<file path="src/rtl/cmd_fifo_pkg.sv">
// Shared opcode encodings for the command-channel FIFO.
// The same 3-bit code is used for requests and for reply kinds.
package cmd_fifo_pkg;
    localparam int OP_W = 3;
    localparam logic [OP_W-1:0] OP_PUSH   = 3'd0;
    localparam logic [OP_W-1:0] OP_POP    = 3'd1;
    localparam logic [OP_W-1:0] OP_EMPTYQ = 3'd2;
    localparam logic [OP_W-1:0] OP_FULLQ  = 3'd3;
endpackage

</file>
<file path="src/rtl/cmd_fifo_store.sv">
// Circular buffer with wrapping pointers and registered full/empty flags.
// Assumes: DEPTH >= 1; the caller never raises wr_en when full, never raises
// rd_en when empty, and never raises both in the same cycle.
module cmd_fifo_store #(
    parameter int DEPTH  = 8,
    parameter int DATA_W = 8
) (
    input  logic              clk,
    input  logic              rst_n,
    input  logic              wr_en,
    input  logic [DATA_W-1:0] wr_data,
    input  logic              rd_en,
    output logic [DATA_W-1:0] rd_data,
    output logic              full,
    output logic              empty
);
    localparam int PTR_W = (DEPTH > 1) ? $clog2(DEPTH) : 1;
    localparam logic [PTR_W-1:0] LAST = PTR_W'(DEPTH - 1);

    logic [DATA_W-1:0] mem [DEPTH];
    logic [PTR_W-1:0]  wr_ptr, rd_ptr, wr_nxt, rd_nxt;

    // Next pointer values, wrapping at the last slot.
    always_comb begin
        wr_nxt = (wr_ptr == LAST) ? '0 : wr_ptr + 1'b1;
        rd_nxt = (rd_ptr == LAST) ? '0 : rd_ptr + 1'b1;
    end

    // Storage array write; contents need no reset.
    always_ff @(posedge clk) begin
        if (wr_en) mem[wr_ptr] <= wr_data;
    end

    assign rd_data = mem[rd_ptr];

    // Pointer and flag update on accepted push or pop.
    always_ff @(posedge clk) begin
        if (!rst_n) begin
            wr_ptr <= '0;
            rd_ptr <= '0;
            full   <= 1'b0;
            empty  <= 1'b1;
        end else if (wr_en) begin
            wr_ptr <= wr_nxt;
            empty  <= 1'b0;
            full   <= (wr_nxt == rd_ptr);
        end else if (rd_en) begin
            rd_ptr <= rd_nxt;
            full   <= 1'b0;
            empty  <= (rd_nxt == wr_ptr);
        end
    end


    no_overflow_chk: assert property (@(posedge clk) disable iff (!rst_n)
        wr_en |-> !full);

    no_underflow_chk: assert property (@(posedge clk) disable iff (!rst_n)
        rd_en |-> !empty);

    full_from_push_chk: assert property (@(posedge clk) disable iff (!rst_n)
        $rose(full) |-> $past(wr_en));

    flags_exclusive_chk: assert property (@(posedge clk) disable iff (!rst_n)
        !(full && empty));
endmodule

</file>
<file path="src/rtl/cmd_fifo_ctrl.sv">
// Request decoder and reply register. Takes one request at a time, drives
// the store's write/read enables and holds the reply until it is taken.
// Assumes: full/empty/rd_data come from the store in the same cycle.
module cmd_fifo_ctrl
    import cmd_fifo_pkg::*;
#(
    parameter int DATA_W = 8,
    parameter int ID_W   = 2
) (
    input  logic              clk,
    input  logic              rst_n,
    input  logic              req_valid,
    output logic              req_ready,
    input  logic [OP_W-1:0]   req_op,
    input  logic [DATA_W-1:0] req_data,
    input  logic [ID_W-1:0]   req_id,
    output logic              rsp_valid,
    input  logic              rsp_ready,
    output logic [OP_W-1:0]   rsp_op,
    output logic [DATA_W-1:0] rsp_data,
    output logic              rsp_flag,
    output logic [ID_W-1:0]   rsp_id,
    input  logic              full,
    input  logic              empty,
    input  logic [DATA_W-1:0] rd_data,
    output logic              wr_en,
    output logic              rd_en
);
    logic              fire;
    logic [OP_W-1:0]   nxt_op;
    logic [DATA_W-1:0] nxt_data;
    logic              nxt_flag;

    assign req_ready = !rsp_valid;
    assign fire      = req_valid && req_ready;

    // Decode the request into store enables and the reply contents.
    always_comb begin
        wr_en    = 1'b0;
        rd_en    = 1'b0;
        nxt_data = '0;
        case (req_op)
            OP_PUSH: begin
                if (full) begin
                    nxt_op   = OP_FULLQ;
                    nxt_flag = 1'b1;
                end else begin
                    wr_en    = fire;
                    nxt_op   = OP_PUSH;
                    nxt_flag = 1'b0;
                    nxt_data = req_data;
                end
            end
            OP_POP: begin
                if (empty) begin
                    nxt_op   = OP_EMPTYQ;
                    nxt_flag = 1'b1;
                end else begin
                    rd_en    = fire;
                    nxt_op   = OP_POP;
                    nxt_flag = 1'b0;
                    nxt_data = rd_data;
                end
            end
            OP_FULLQ: begin
                nxt_op   = OP_FULLQ;
                nxt_flag = full;
            end
            default: begin
                nxt_op   = OP_EMPTYQ;
                nxt_flag = empty;
            end
        endcase
    end

    // Reply register: load on accepted request, clear on reply handshake.
    always_ff @(posedge clk) begin
        if (!rst_n) begin
            rsp_valid <= 1'b0;
            rsp_op    <= '0;
            rsp_data  <= '0;
            rsp_flag  <= 1'b0;
            rsp_id    <= '0;
        end else if (fire) begin
            rsp_valid <= 1'b1;
            rsp_op    <= nxt_op;
            rsp_data  <= nxt_data;
            rsp_flag  <= nxt_flag;
            rsp_id    <= req_id;
        end else if (rsp_ready) begin
            rsp_valid <= 1'b0;
        end
    end


    id_echo_chk: assert property (@(posedge clk) disable iff (!rst_n)
        (req_valid && req_ready) |=> (rsp_valid && rsp_id == $past(req_id)));

    rsp_hold_chk: assert property (@(posedge clk) disable iff (!rst_n)
        (rsp_valid && !rsp_ready) |=> (rsp_valid && $stable(rsp_op)
            && $stable(rsp_data) && $stable(rsp_flag) && $stable(rsp_id)));

    ready_return_chk: assert property (@(posedge clk) disable iff (!rst_n)
        (rsp_valid && rsp_ready) |=> req_ready);

    push_reply_chk: assert property (@(posedge clk) disable iff (!rst_n)
        wr_en |=> (rsp_op == OP_PUSH && rsp_data == $past(req_data)));
endmodule

</file>
<file path="src/rtl/cmd_fifo.sv">
// Command-channel FIFO top: wires the request decoder to the circular store.
// Assumes: DEPTH >= 1; requests come from one upstream arbiter.
module cmd_fifo
    import cmd_fifo_pkg::*;
#(
    parameter int DEPTH  = 8,
    parameter int DATA_W = 8,
    parameter int ID_W   = 2
) (
    input  logic              clk,
    input  logic              rst_n,
    input  logic              req_valid,
    output logic              req_ready,
    input  logic [2:0]        req_op,
    input  logic [DATA_W-1:0] req_data,
    input  logic [ID_W-1:0]   req_id,
    output logic              rsp_valid,
    input  logic              rsp_ready,
    output logic [2:0]        rsp_op,
    output logic [DATA_W-1:0] rsp_data,
    output logic              rsp_flag,
    output logic [ID_W-1:0]   rsp_id
);
    logic              wr_en, rd_en, full, empty;
    logic [DATA_W-1:0] rd_data;

    cmd_fifo_ctrl #(.DATA_W(DATA_W), .ID_W(ID_W)) u_ctrl (
        .clk(clk), .rst_n(rst_n),
        .req_valid(req_valid), .req_ready(req_ready), .req_op(req_op),
        .req_data(req_data), .req_id(req_id),
        .rsp_valid(rsp_valid), .rsp_ready(rsp_ready), .rsp_op(rsp_op),
        .rsp_data(rsp_data), .rsp_flag(rsp_flag), .rsp_id(rsp_id),
        .full(full), .empty(empty), .rd_data(rd_data),
        .wr_en(wr_en), .rd_en(rd_en)
    );

    cmd_fifo_store #(.DEPTH(DEPTH), .DATA_W(DATA_W)) u_store (
        .clk(clk), .rst_n(rst_n),
        .wr_en(wr_en), .wr_data(req_data), .rd_en(rd_en),
        .rd_data(rd_data), .full(full), .empty(empty)
    );
endmodule

</file>
<file path="config.mk">
export PLATFORM = sky130hd
export DESIGN_NAME = cmd_fifo
export DESIGN_NICKNAME = d
export VERILOG_FILES = /design/src/rtl/cmd_fifo_pkg.sv /design/src/rtl/cmd_fifo_store.sv /design/src/rtl/cmd_fifo_ctrl.sv /design/src/rtl/cmd_fifo.sv
export SDC_FILE = /design/constraint.sdc
export NUM_CORES = 1
export LEC_CHECK = 0
export BUFFER_PORTS_ARGS = -buffer_cell sky130_fd_sc_hd__buf_2
export CORE_ASPECT_RATIO = 1.25
export CORE_UTILIZATION = 45
export CTS_BUF_LIST = sky130_fd_sc_hd__clkbuf_8 sky130_fd_sc_hd__clkbuf_16
export CTS_CLUSTER_SIZE = 20
export DETAILED_ROUTE_END_ITERATION = 16
export GPL_ROUTABILITY_DRIVEN = 0
export GPL_TIMING_DRIVEN = 1
export PLACE_DENSITY = 0.74
export SKIP_CTS_REPAIR_TIMING = 1
export SLEW_MARGIN = 20
export SYNTH_ARGS = -nofsm -noshare
export SYNTH_HDL_FRONTEND = slang
export SYNTH_SLANG_ARGS = --single-unit
</file>
<file path="constraint.sdc">
create_clock -name clk -period 2.39 [get_ports clk]
set_clock_uncertainty 0.2 [all_clocks]
set_input_delay 0.3585 -clock clk [delete_from_list [all_inputs] [get_ports clk]]
set_output_delay 0.3585 -clock clk [all_outputs]
set_load 0.02 [all_outputs]
</file>
==> results of run 1 <==
[cell type report]
class / instances / area, µm² / share of cell area, %
timing repair buffer: 42 / 238 / 5.66
inverter: 5 / 18.8 / 0.447
clock inverter: 7 / 143 / 3.40
tap: 95 / 119 / 2.83
clock buffer: 9 / 124 / 2.95
sequential: 89 / 2420 / 57.7
multi-input combinational: 127 / 1130 / 27.0
[routing by layer]
layer | global-route usage (%) | up-vias | wire, µm
li1 | - | 985 | -
met1 | 18.8 | 1011 | 2750
met2 | 31.4 | 55 | 3530
met3 | 4.92 | 23 | 290
met4 | 12.5 | 0 | 388
met5 | 0 | - | 0
[state kept, by name, summed over array words and instances, names as in the netlist, named ones only]
name and cells:
u_ctrl.rsp_valid 1, u_store.wr_ptr 3, u_ctrl.rsp_op 2, u_ctrl.rsp_data 8, u_store.rd_ptr 3, u_store.full 1
u_ctrl.rsp_id 2, u_store.empty 1, u_ctrl.rsp_flag 1, u_store.mem 64
[worst max-delay path by stage]
stage                                    end  slack [ns]              from
after floorplan            u_store.mem[4][0]        0.06  u_ctrl.rsp_valid
after global placement     u_store.mem[4][0]        0.32         req_op[1]
after detailed placement   u_store.mem[1][6]        0.31         req_op[1]
after CTS                  u_store.mem[1][4]        0.40  u_ctrl.rsp_valid
after global routing       u_store.mem[3][0]        0.28  u_ctrl.rsp_valid
final                     u_ctrl.rsp_data[5]        0.40          register
[cells by family (layout without fill, tap and decap cells)]
kind of cell | Yosys count | after routing | share of synthesized area, %
adders and majority gates | 4 | 4 | 1.35
muxes | 25 | 25 | 13.3
DFF | 89 | 89 | 65.4
other | 1 | 1 | 0.101
and+or+nand+nor | 52 | 52 | 7.71
AOI/OAI and AO/OA | 39 | 39 | 6.56
xor gates and xnor gates | 6 | 6 | 1.42
buffers and inverters | 18 | 63 | 4.12
[cells in the mapped netlist, drive strengths merged (3+ instances only)]
cell type	n
mux4	16
ha	4
xnor2	3
nor3	4
inv	5
a21oi	22
or2	8
clkbuf	5
dfxtp	25
nand2	18
mux2i	9
xor2	3
nor2	9
a22oi	8
buf	8
edfxtp	64
[report_power, final]
group          internal, W  switching, W
combinational    0.0000373     0.0000790
sequential         0.00166    0.00000861
clock             0.000801      0.000509
[stage by stage]
stage / hold slack [ns] / setup slack (ns) / total power (W)
finish: 0.0362 / 0.400 / 0.00310
global route: 0.0465 / 0.279 / 0.00320
CTS: 0.0280 / 0.401 / 0.00312
detailed placement: 0.244 / 0.306 / 0.00182
global placement: 0.241 / 0.318 / 0.00182
floorplan: 0.257 / 0.0634 / 0.00177
[tightest hold or removal path, cell delays in order]
cell and delay, ns:
buf_2 0.09, nand2_1 0.04, a21oi_1 0.05
==> flow_summary.ini, run 1 <==
[worst_setup_path]
required_ns = 2.39
start_kind = register
path_buf_inv = 1
path_max_fanout = 16
path_depth = 5
end_kind = register
reg2regPathDepth = 5
r2r_slack_ns = 0.40
critPathTopFamily = multiplexers
critPathKind = reg -> reg
timing.rr.end = u_ctrl.rsp_data[5]
cpPeakStageDelay_ns = 0.70
crit_chain = buf_4 -> mux4_1 -> mux2i_1 -> or2_1 -> a21oi_1
cp_data_arrival_time_ns = 1.99
cp_slowest_cell = mux4_1

[yosys]
yosysWarningCount = 0
yosysUniqueCellTypes = 40
syn_area_um2 = 3700
synth_nets = 255
yosys-top-cells-area = edfxtp_1 52%, dfxtp_1 14%, mux4_1 7.8%
syn_inst = 234
yosysTopAreaCell = edfxtp_1
yosysSeqAreaShare_pct = 65.4
synth-main-ff-cell = edfxtp_1
avgSynthCellArea_um2 = 15.8
synth_top_area_share_pct = 51.9
async_flop_share_pct = 0
ys_ff_latch = 89
synth_edf_count = 64

[grt]
grt_use_total_pct = 17.8
grt_pass1_wl_mm = 10.9
grt_pass1_vias = 2085
antenna_found_initial = 0
grt_overflow = 0
grt_start_max_net_pins = 22

[die]
ios = 33
num_rows = 36
die_y_um = 103
initial_core_util_pct = 47.0
core-area_um2 = 7880
dieArea_um2 = 8590
die_w_um = 83.1

[sta]
relSlewSlack_pct = 50.8
maxSlewViolCount = 0
min_period_ns = 1.99
finalSetupViolCount = 0
worstMarginPinSlew_ns = 0.737
fin_crit_sh_pct = 83.2
final_hold_viol_count = 0
fin_tns_setup_ns = 0
grt_setup_unrepaired = no
max_freq_ghz = 0.503

[clocking]
clockBufferDepth = 2
cts_tree = yes
htreeDepth = 3
clkTransAtPathRegs_ns = 0.08
clk_latency_ns = 0.35
clkSinkCount = 89
root_buffer = clkbuf_8
cts_buffers = 9

[drt]
dr.pass1.iters = 4
ant_nets = 0
wl_mm = 6.96
vias_per_cell = 5.55
dr_total_vias = 2074
remaining_drc_errors = 0
wire_per_inst_um = 18.6
drtIter0Drc = 113

[placed_design]
place_inst = 358
hpwl_mm = 4.79
io_buffers = 31
post_dp_cell_area_um2 = 3930

[final_layout]
syn_to_final_growth_pct = 13.4
drive_gt1_share_pct = 24.4
fin_nets = 295
layout_common_cells = 64 x edfxtp_1, 31 x buf_2, 25 x dfxtp_1
layout_commonest_cell = edfxtp_1
fin_area_um2 = 4200
num_antenna_cells = 0
stdcell_count = 374
n_fill_cell = 629
fin_util_pct = 53.2

[worst_hold_path]
whs_path_depth = 3
min_from = req_id[0]
hp-class = in -> reg
hold_end = u_ctrl.rsp_id[0]

[outcome]
status = finished, final reports clean

[power]
p_leak_nw = 1.47
ir_drop_mv = 0.562
power.density_nw_per_um2 = 738

[run]
max-cap-violations = 0
(Power assumes the default switching activity.)
==> inputs of run 2 (changes only) <==
Settings changed: ABC_AREA set to 1, PLACE_DENSITY 0.74 to 0.72.
Clock period 2.39 ns to 1.9 ns, I/O delays scaled along.
==> run 2 against run 1 <==
  * Synthesized cell count increased by 70%
  * Combinational power increased by 58%
  * Register-to-register slack got worse by 0.21 ns
  * Die area increased by 5.6%
  * Global-route usage increased by 3.0 points
  * Clock power decreased by 16%
  * Via count increased by 32%
  * Sequential cell count unchanged
  * Cell count increased by 46%
  * Core utilization increased by 0.26 points
  * Worst hold slack got worse by 0.0096 ns
  * Critical path type unchanged
  * Largest cell class unchanged
==> flow_summary.ini, run 2 <==
[final_layout]
syn_to_final_growth_pct = 14.0
largest_reg_flops = 64
largestRegisters = u_store.mem (64), u_ctrl.rsp_data (8)
num_antenna_cells = 0
drive_gt1_share_pct = 20.9
fin_util_pct = 53.5
layout_common_cells = 99 x nand2_1, 64 x inv_1, 64 x edfxtp_1
layout_commonest_cell = nand2_1
n_fill_cell = 737
fin_nets = 465
multiInputGateArea_um2 = 1190
regMostFlops = u_store.mem
seq_area_um2 = 2420

[sta]
fin_tns_setup_ns = 0
finalSetupViolCount = 0
worstMarginPinSlew_ns = 0.602
final_hold_viol_count = 0
relSlewSlack_pct = 59.8
min_period_ns = 1.71
fin_crit_sh_pct = 90.0
max_freq_ghz = 0.585
whs_ns = 0.0266
grt_setup_unrepaired = no
fin_ws_ns = 0.191
maxSlewViolCount = 0

[worst_setup_path]
required_ns = 1.77
path_max_fanout = 8
timing.rr.end = u_store.mem[1][3]
reg2regPathDepth = 5
end_kind = register
cp_data_arrival_time_ns = 1.57
crit_start = u_store.full
cp-endpoint = u_store.mem[1][3]
critPathKind = reg -> reg
regToRegStartpoint = u_store.full
start_kind = register
r2r_slack_ns = 0.19

[yosys]
synthTopCellsByCount = 99 x nand2_1, 64 x edfxtp_1, 63 x inv_1
yosysUniqueCellTypes = 30
syn_inst = 398
yosysSeqAreaShare_pct = 61.9
synth-main-ff-cell = edfxtp_1
yosys-top-cells-area = edfxtp_1 49%, dfxtp_1 13%, nand2_1 9.5%
synth.area.mux_share_pct = 0
async_flop_share_pct = 0
synth-simple-area-share_pct = 20.9
ys_ff_latch = 89
synth_edf_count = 64
synth_nets = 419
synth_xor_xnor_area_share_pct = 1.12
yosysTopAreaCell = edfxtp_1
synth_compound_area_share_pct = 5.95
synth.most_common_cell = nand2_1
avgSynthCellArea_um2 = 9.83
yosysWarningCount = 0
synthAdderAreaFrac_pct = 1.28
synth_top_area_share_pct = 49.1
syn_area_um2 = 3910
synth_top_family_by_area = simple AND/OR/NAND/NOR gates

[clocking]
clk_latency_ns = 0.36
root_buffer = clkbuf_8
clkSinkCount = 89
cts_tree = yes
cts_buffers = 9
clockBufferDepth = 2
clkTransAtPathRegs_ns = 0.09
htreeDepth = 3

[grt]
grt_start_max_net_pins = 33
grt_use_total_pct = 20.8
grt_overflow = 0
grt_pass1_vias = 2784
grt_pass1_wl_mm = 14.0
antenna_found_initial = 0

[drt]
dr_total_vias = 2737
remaining_drc_errors = 0
wire_per_inst_um = 15.4
ant_nets = 0
wl_mm = 8.40
drtIter0Drc = 178
vias_per_cell = 5.01
dr.pass1.iters = 5

[die]
initial_core_util_pct = 46.9
core-area_um2 = 8330
die_y_um = 106
die_w_um = 85.4
ios = 33
num_rows = 37
dieArea_um2 = 9070

[power]
ir_drop_mv = 0.461
power_w = 0.00339
p_leak_nw = 1.90
power.density_nw_per_um2 = 760

[placed_design]
hpwl_mm = 6.00
pre_cts_slack_ns = 0.0868
io_buffers = 31

[outcome]
status = finished, final reports clean

[run]
max-cap-violations = 0

[worst_hold_path]
hp-class = in -> reg
whs_path_depth = 3
run 2: cell types whose count changed after synthesis, moves of 8 or more:
cell and delta:
a21oi_1 -10, a22oi_1 -8, inv_1 +58, mux2i_1 -9, mux4_1 -11, nand2_1 +81
nand3_1 +43
run 2: layout make-up:
type / instances / share of cell area (%)
clock inverter: 7 / 0.898
clock buffer: 9 / 2.78
timing repair buffer: 52 / 7.13
inverter: 65 / 5.47
tap: 97 / 2.72
multi-input combinational: 227 / 26.7
sequential: 89 / 54.3
run 2: routing by layer:
| metal | GRT usage (%) | share of wire (%) | vias up | wire [µm] |
|---|---|---|---|---|
| li1 | - | - | 1380 | - |
| met2 | 34.8 | 49 | 81 | 4120 |
| met5 | 0 | 0 | - | 0 |
| met1 | 25.4 | 43 | 1254 | 3640 |
| met4 | 11.9 | 3.9 | 0 | 324 |
| met3 | 3.65 | 3.8 | 22 | 319 |
run 2: worst min-delay path by stage:
| stage | to | start |
|---|---|---|
| global placement | u_ctrl.rsp_op[0] | u_ctrl.rsp_op[0] |
| global route | u_ctrl.rsp_valid | rsp_ready |
| floorplan | u_store.mem[0][0] | req_data[0] |
| CTS | u_ctrl.rsp_id[1] | req_id[1] |
| finish | u_ctrl.rsp_valid | rsp_ready |
| detailed placement | u_ctrl.rsp_op[0] | u_ctrl.rsp_op[0] |
run 2: logic make-up (layout without fill, tap and decap cells):
group                      Yosys count  in the layout
xor gates and xnor gates             5              5
AOI/OAI and AO/OA                   37             37
buffers and inverters               82            133
DFF                                 89             89
and+or+nand+nor                    180            180
other                                1              1
adders and majority gates            4              4
run 2: where the power goes:
group          switching [W]  internal, W
Clock               0.000635     0.000463
Sequential         0.0000124      0.00209
Combinational       0.000125    0.0000582
run 2: through the flow:
| stage | instances | area [µm²] |
|---|---|---|
| 6_report | 546 | 4460 |
| 5_1_grt | 546 | 4460 |
| 4_1_cts | 544 | 4440 |
| 3_5_place_dp | 528 | 4270 |
| 3_3_place_gp | 528 | 4270 |
| 2_1_floorplan | 398 | 3950 |
run 2: critical path: stages, from the launching register on:
cell and delay (ns):
dfxtp_1 0.33, or2_1 0.25, nor2_4 0.17, nand2_2 0.13, nor3_2 0.13, buf_4 0.19
